### src/rtl/lim_dispatch_pkg.sv
package lim_dispatch_pkg;
  localparam int NUM_CLS = 3;
  localparam int SLOTS   = 2;

  typedef enum logic [1:0] {
    CLS_INT = 2'd0,
    CLS_FP  = 2'd1,
    CLS_SPC = 2'd2,
    CLS_RSV = 2'd3
  } cls_e;
endpackage

### src/rtl/ldp_window_pick.sv
module ldp_window_pick
  import lim_dispatch_pkg::*;
(
  input  logic [1:0]         valid,
  input  logic [1:0]         cls0,
  input  logic [1:0]         cls1,
  input  logic [NUM_CLS-1:0] st_free,
  input  logic               flush,
  output logic [1:0]         take
);
  logic [3:0] free_ext;
  logic       ok0;
  logic       ok1;
  logic       same_cls;

  always_comb begin
    free_ext = {1'b0, st_free};
    same_cls = valid[0] && (cls0 == cls1);
    ok0      = valid[0] && (cls0 != CLS_RSV) && free_ext[cls0];
    ok1      = valid[1] && (cls1 != CLS_RSV) && free_ext[cls1] && !same_cls;
    take     = flush ? 2'b00 : {ok1, ok0};
  end
endmodule

### src/rtl/ldp_station.sv
module ldp_station #(
  parameter int REG_W = 5
) (
  input  logic             clk,
  input  logic             rst_n,
  input  logic             flush,
  input  logic             load,
  input  logic [REG_W-1:0] ld_dst,
  input  logic [REG_W-1:0] ld_a,
  input  logic [REG_W-1:0] ld_b,
  input  logic             issue,
  output logic             occ,
  output logic [REG_W-1:0] dst,
  output logic [REG_W-1:0] src_a,
  output logic [REG_W-1:0] src_b
);
  logic occ_nx;

  always_comb begin
    occ_nx = occ;
    if (flush) begin
      occ_nx = 1'b0;
    end else begin
      if (issue) occ_nx = 1'b0;
      if (load)  occ_nx = 1'b1;
    end
  end

  always_ff @(posedge clk or negedge rst_n) begin
    if (!rst_n) occ <= 1'b0;
    else        occ <= occ_nx;
  end

  always_ff @(posedge clk) begin
    if (load) begin
      dst   <= ld_dst;
      src_a <= ld_a;
      src_b <= ld_b;
    end
  end

  // a station is only written while empty
  assert_load_when_empty_R3: assert property (@(posedge clk) disable iff (!rst_n)
    load |-> !occ);
  // issue comes only from an occupied station and frees it
  assert_issue_needs_occ_R7: assert property (@(posedge clk) disable iff (!rst_n)
    issue |-> occ);
  assert_issue_frees_R7: assert property (@(posedge clk) disable iff (!rst_n)
    issue |=> !occ);
  // flush empties the station
  assert_flush_empties_R10: assert property (@(posedge clk) disable iff (!rst_n)
    flush |=> !occ);
endmodule

### src/rtl/ldp_scoreboard.sv
module ldp_scoreboard #(
  parameter int NUM_REGS = 32,
  localparam int REG_W   = $clog2(NUM_REGS)
) (
  input  logic                clk,
  input  logic                rst_n,
  input  logic                set_en,
  input  logic [REG_W-1:0]    set_idx,
  input  logic                clr_en,
  input  logic [REG_W-1:0]    clr_idx,
  output logic [NUM_REGS-1:0] rdy
);
  logic [NUM_REGS-1:0] rdy_nx;

  always_comb begin
    rdy_nx = rdy;
    if (set_en) rdy_nx[set_idx] = 1'b1;
    if (clr_en) rdy_nx[clr_idx] = 1'b0;
  end

  always_ff @(posedge clk or negedge rst_n) begin
    if (!rst_n) rdy <= '1;
    else        rdy <= rdy_nx;
  end

  // issue marks destination pending, writeback marks it ready
  assert_clear_pending_R8: assert property (@(posedge clk) disable iff (!rst_n)
    clr_en |=> !rdy[$past(clr_idx)]);
  assert_set_ready_R8: assert property (@(posedge clk) disable iff (!rst_n)
    (set_en && !(clr_en && clr_idx == set_idx)) |=> rdy[$past(set_idx)]);
endmodule

### src/rtl/lim_dispatch.sv
module lim_dispatch
  import lim_dispatch_pkg::*;
#(
  parameter int NUM_REGS = 32,
  localparam int REG_W   = $clog2(NUM_REGS)
) (
  input  logic                        clk,
  input  logic                        rst_n,
  input  logic                        flush,
  input  logic [SLOTS-1:0]            q_valid,
  input  logic [2*SLOTS-1:0]          q_cls,
  input  logic [SLOTS*REG_W-1:0]      q_dst,
  input  logic [SLOTS*REG_W-1:0]      q_src_a,
  input  logic [SLOTS*REG_W-1:0]      q_src_b,
  output logic [SLOTS-1:0]            take,
  input  logic [NUM_CLS-1:0]          wb_valid,
  input  logic [NUM_CLS*REG_W-1:0]    wb_reg,
  output logic [NUM_CLS-1:0]          iss_valid,
  output logic [NUM_CLS*REG_W-1:0]    iss_dst,
  output logic [NUM_CLS*REG_W-1:0]    iss_src_a,
  output logic [NUM_CLS*REG_W-1:0]    iss_src_b,
  output logic [NUM_CLS*NUM_REGS-1:0] sb_ready
);
  logic       rst_meta_n;
  logic       rst_sync_n;
  logic [1:0] cls0;
  logic [1:0] cls1;
  logic [NUM_CLS-1:0] st_occ;

  // asynchronous assert, synchronous release
  always_ff @(posedge clk or negedge rst_n) begin
    if (!rst_n) begin
      rst_meta_n <= 1'b0;
      rst_sync_n <= 1'b0;
    end else begin
      rst_meta_n <= 1'b1;
      rst_sync_n <= rst_meta_n;
    end
  end

  assign cls0 = q_cls[1:0];
  assign cls1 = q_cls[3:2];

  ldp_window_pick u_pick (
    .valid   (q_valid),
    .cls0    (cls0),
    .cls1    (cls1),
    .st_free (~st_occ),
    .flush   (flush),
    .take    (take)
  );

  for (genvar c = 0; c < NUM_CLS; c++) begin : g_cls
    logic                load;
    logic                from_slot1;
    logic [REG_W-1:0]    ld_dst;
    logic [REG_W-1:0]    ld_a;
    logic [REG_W-1:0]    ld_b;
    logic [REG_W-1:0]    s_dst;
    logic [REG_W-1:0]    s_a;
    logic [REG_W-1:0]    s_b;
    logic [NUM_REGS-1:0] rdy;
    logic                src_ok;
    logic                issue;

    always_comb begin
      from_slot1 = !(take[0] && cls0 == 2'(c));
      load       = (take[0] && cls0 == 2'(c)) || (take[1] && cls1 == 2'(c));
      ld_dst     = from_slot1 ? q_dst[REG_W +: REG_W]   : q_dst[0 +: REG_W];
      ld_a       = from_slot1 ? q_src_a[REG_W +: REG_W] : q_src_a[0 +: REG_W];
      ld_b       = from_slot1 ? q_src_b[REG_W +: REG_W] : q_src_b[0 +: REG_W];
      src_ok     = rdy[s_a] && rdy[s_b] && rdy[s_dst];
      issue      = st_occ[c] && src_ok && !flush;
    end

    ldp_station #(.REG_W(REG_W)) u_st (
      .clk    (clk),
      .rst_n  (rst_sync_n),
      .flush  (flush),
      .load   (load),
      .ld_dst (ld_dst),
      .ld_a   (ld_a),
      .ld_b   (ld_b),
      .issue  (issue),
      .occ    (st_occ[c]),
      .dst    (s_dst),
      .src_a  (s_a),
      .src_b  (s_b)
    );

    ldp_scoreboard #(.NUM_REGS(NUM_REGS)) u_sb (
      .clk     (clk),
      .rst_n   (rst_sync_n),
      .set_en  (wb_valid[c]),
      .set_idx (wb_reg[c*REG_W +: REG_W]),
      .clr_en  (issue),
      .clr_idx (s_dst),
      .rdy     (rdy)
    );

    assign iss_valid[c]                = issue;
    assign iss_dst[c*REG_W +: REG_W]   = s_dst;
    assign iss_src_a[c*REG_W +: REG_W] = s_a;
    assign iss_src_b[c*REG_W +: REG_W] = s_b;
    assign sb_ready[c*NUM_REGS +: NUM_REGS] = rdy;
  end

  // the younger slot never leaves ahead of a valid same-class older slot
  assert_same_class_order_R4: assert property (@(posedge clk) disable iff (!rst_sync_n)
    (take[1] && q_valid[0]) |-> (cls0 != cls1));
  // a reserved class code is never consumed
  assert_reserved_stays_R11: assert property (@(posedge clk) disable iff (!rst_sync_n)
    (q_valid[0] && cls0 == CLS_RSV) |-> !take[0]);
endmodule

### config.mk
export PLATFORM = sky130hd
export DESIGN_NAME = lim_dispatch
export DESIGN_NICKNAME = d
export VERILOG_FILES = /design/src/rtl/lim_dispatch_pkg.sv /design/src/rtl/ldp_window_pick.sv /design/src/rtl/ldp_station.sv /design/src/rtl/ldp_scoreboard.sv /design/src/rtl/lim_dispatch.sv
export SDC_FILE = /design/constraint.sdc
export NUM_CORES = 1
export LEC_CHECK = 0
export BUFFER_PORTS_ARGS = -buffer_cell sky130_fd_sc_hd__buf_2
export CORE_ASPECT_RATIO = 1.2
export CORE_MARGIN = 3
export CORE_UTILIZATION = 40
export CTS_CLUSTER_DIAMETER = 50
export DETAILED_ROUTE_END_ITERATION = 16
export PLACE_DENSITY_LB_ADDON = 0.2
export SLEW_MARGIN = 20
export SYNTH_ARGS = -nofsm -noshare
export SYNTH_HDL_FRONTEND = slang
export SYNTH_HIERARCHICAL = 1
export SYNTH_SLANG_ARGS = --single-unit
### constraint.sdc
create_clock -name clk -period 6 [get_ports clk]
set_input_delay 1.2 -clock clk [delete_from_list [all_inputs] [get_ports clk]]
set_output_delay 1.2 -clock clk [all_outputs]
set_load 0.005 [all_outputs]
==> impl_metrics.csv <==
group,metric,value,unit
worst_setup_path,path_class,"reg2out",
clocking,cts_sinks,146,
yosys,ys_ff_latch,146,
pwr,power.density,317,mW/mm^2
clocking,hold_buffers,0,
clocking,cts_buffers,17,
worst_setup_path,cpMaxStageDelayCell,"edfxtp_1",
worst_hold_path,hold_path.class,"reg2reg",
placement,portBuffers,202,
floorplanning,die_w,143,um
grt,grt-ovfl-total,0,
worst_setup_path,crit_chain,"mux2i_1 > a221oi_1 > a21oi_1 > a211o_1 > nor3_1 > buf_2",
worst_setup_path,path_buf_inv,1,
worst_setup_path,crit_fanout,20,
clocking,clkTransAtPathRegs,0.07,ns
grt,grt_antenna_before_repair,6,
floorplanning,dieArea,0.0242,mm^2
grt,grt_first_pass_wirelength,43900,um
sta,worst_pin_slew,0.892,ns
final_layout,final_common_cell,"buf_2",
sta,final-hold-violation-count,0,
yosys,synth_edf_count,45,
sta,fin_crit_sh,0.697,
detailed_routing,ant_nets,0,
placement,dp_hpwl,21000,um
worst_setup_path,critPathArrivalTime,2.98,ns
pwr,power.leakage,4.32,nW
yosys,synth.distinct_cells,51,
sta,slew_viol_final,0,
run_status,status,"completed",
job,drv_cap,0,
worst_setup_path,cp-end-kind,"output pin",
floorplanning,die_h,170,um
detailed_routing,vias,7420,
detailed_routing,drt_iter0_markers,506,
worst_setup_path,worstReg2RegStart,"g_cls[2].u_st/dst[2]",
yosys,async_flop_share,0.692,
pwr,vdd_drop_max,0.224,mV
clocking,h-tree-depth,4,
sta,fin_setup_tns,0,ns
worst_hold_path,min_delay_path_depth,0,
sta,clock.fmax,0.239,GHz
final_layout,final_cell_mix,"202 x buf_2, 193 x a21oi_1, 96 x dfstp_2",
yosys,syn-num-nets,780,
sta,rsz0062_at_grt,"no",
worst_hold_path,hold_start,"rst_meta_n",
final_layout,nets,963,
sta,slew_headroom,0.403,
detailed_routing,wire_per_inst,24.5,um
clocking,cts-root-buf,"clkbuf_16",
placement,place.gp.congestion,0.886,
yosys,syn_inst,723,
final_layout,area_growth,20.3,%
worst_hold_path,min_to,"rst_sync_n",
worst_setup_path,crit_required,4.80,ns
grt,grt_use_total,0.238,
clocking,clk_latency,0.43,ns
yosys,syn_avg_cell_area,12.4,um^2
final_layout,drive_above_1_share,0.507,
worst_setup_path,crit_family,"flip-flops",
yosys,syn-cell-area,0.00894,mm^2
detailed_routing,firstDrtPassIters,5,
grt,grt_max_degree,58,
worst_setup_path,regToRegEndpoint,"g_cls[2].u_sb/rdy[10]",
sta,finalHoldWorstSlack,0.347,ns
floorplanning,core,0.0219,mm^2
yosys,yosysSeqAreaShare,0.447,
yosys,yosys_warnings,6,
detailed_routing,via_per_inst,6.20,
floorplanning,start_util,0.409,
detailed_routing,finalWirelength,29300,um
worst_setup_path,startpoint_type,"flip-flop",
clocking,cts_buffer_depth,2,
floorplanning,rows,59,
clocking,postCtsResizedCells,0,
sta,min_period,4.18,ns
sta,setup_viol,0,
detailed_routing,drc,0,
clocking,post_cts_buffers,0,
floorplanning,ios,203,
yosys,synth_flop_cell,"dfstp_2",
clocking,cts_tree,"built",
worst_setup_path,ff2ff_path_depth,8,
worst_setup_path,slowest_delay,0.92,ns
sta,fin_skew,0.0114,ns
grt,grt_pass1_vias,7262,
worst_setup_path,r2r_slack,2.69,ns
[worst register-to-register path, cell delays in order (launching register included)]
cell and delay [ns]:
edfxtp_1 0.92, mux2i_1 0.18, a221oi_1 0.31, a21oi_1 0.10, a211o_1 0.28, nor3_1 0.54, nand2_1 0.11, nor2_1 0.59
a21oi_1 0.18
[area by class of cell]
cell class | count | area, um^2
clock inverter | 13 | 170
inverter | 11 | 41.3
tap | 274 | 343
timing repair buffer | 205 | 1030
clock buffer | 19 | 464
fill | 2016 | 11100
antenna | 3 | 7.51
multi-input combinational | 525 | 4700
sequential | 146 | 4000
[worst max path at each step]
stage	from	endpoint	cells past startpoint
CTS	g_cls[2].u_st/dst[2]	iss_valid[2]	6
global route	g_cls[0].u_st/dst[1]	iss_valid[0]	6
finish	g_cls[2].u_st/dst[2]	iss_valid[2]	6
floorplan	flush	iss_valid[0]	3
global placement	flush	iss_valid[0]	4
detailed placement	flush	iss_valid[0]	4
[cell families after synthesis]
group                  count (synthesis)  synth area share
AO/OA/AOI/OAI                        227             0.137
XOR/XNOR                               1          0.000979
buffers and inverters                 52            0.0277
flip-flops                           146             0.447
multiplexers                         151             0.270
other                                  1          0.000419
AND/OR/NAND/NOR                      145             0.118
[where the power goes]
group	total (mW)	internal [mW]	leakage [nW]	switching [mW]
sequential	1.57	1.30	1.48	0.267
combinational	0.705	0.409	2.52	0.295
clock	1.13	0.696	0.310	0.436
[metal layers]
| layer | global-route usage | share of wire | wire length, um |
|---|---|---|---|
| met1 | 0.301 | 0.38 | 11300 |
| met2 | 0.396 | 0.50 | 14600 |
| met3 | 0.0595 | 0.086 | 2520 |
| met4 | 0.0901 | 0.032 | 923 |
| met5 | 0 | 0.00065 | 19 |
[Yosys cell counts, types with 4 or more instances]
cell type    n  area (um^2)
mux2_1       9          101
buf_2       21          105
edfxtp_1    45         1350
a22oi_1      4         30.0
nor2_1      17         63.8
inv_1       11         41.3
a21oi_2      4         35.0
nand2_1     19         71.3
mux2i_1     36          360
mux4_2      58         1310
o21ai_0      5         25.0
and3b_1     23          201
nand2b_1     8         50.1
mux2_2      41          462
nor3b_2     23          288
clkbuf_1    12         45.0
nand3_1      7         35.0
and3_1      13         81.3
nand3b_1     6         45.0
nor3_1       7         35.0
a21oi_1    193          966
mux4_1       6          158
dfrtp_1      5          125
buf_4        5         37.5
dfstp_2     96         2520
nor2b_1      8         50.1
o22ai_1      6         37.5
[flip-flops by register name (all words and copies together) (netlist names)]
register	flops
g_cls.u_sb/rdy	96
g_cls.u_st/dst	15
g_cls.u_st/src_a	15
g_cls.u_st/src_b	15
g_cls.u_st/occ	3
rst_meta_n	1
rst_sync_n	1
[stage by stage]
step / cells / area [um^2] / power [mW] / util / worst slack [ns]
finish: 1196 / 10800 / 3.41 / 0.492 / 1.82
global route: 1196 / 10800 / 3.57 / 0.492 / 1.66
CTS: 1193 / 10800 / 3.42 / 0.492 / 1.84
detailed placement: 1161 / 10100 / 2.28 / 0.463 / 2.15
global placement: 1161 / 10100 / 2.27 / 0.463 / 2.23
floorplan: 723 / 8940 / 1.91 / - / 2.66
Note: power is estimated with default switching activity, not from simulation.
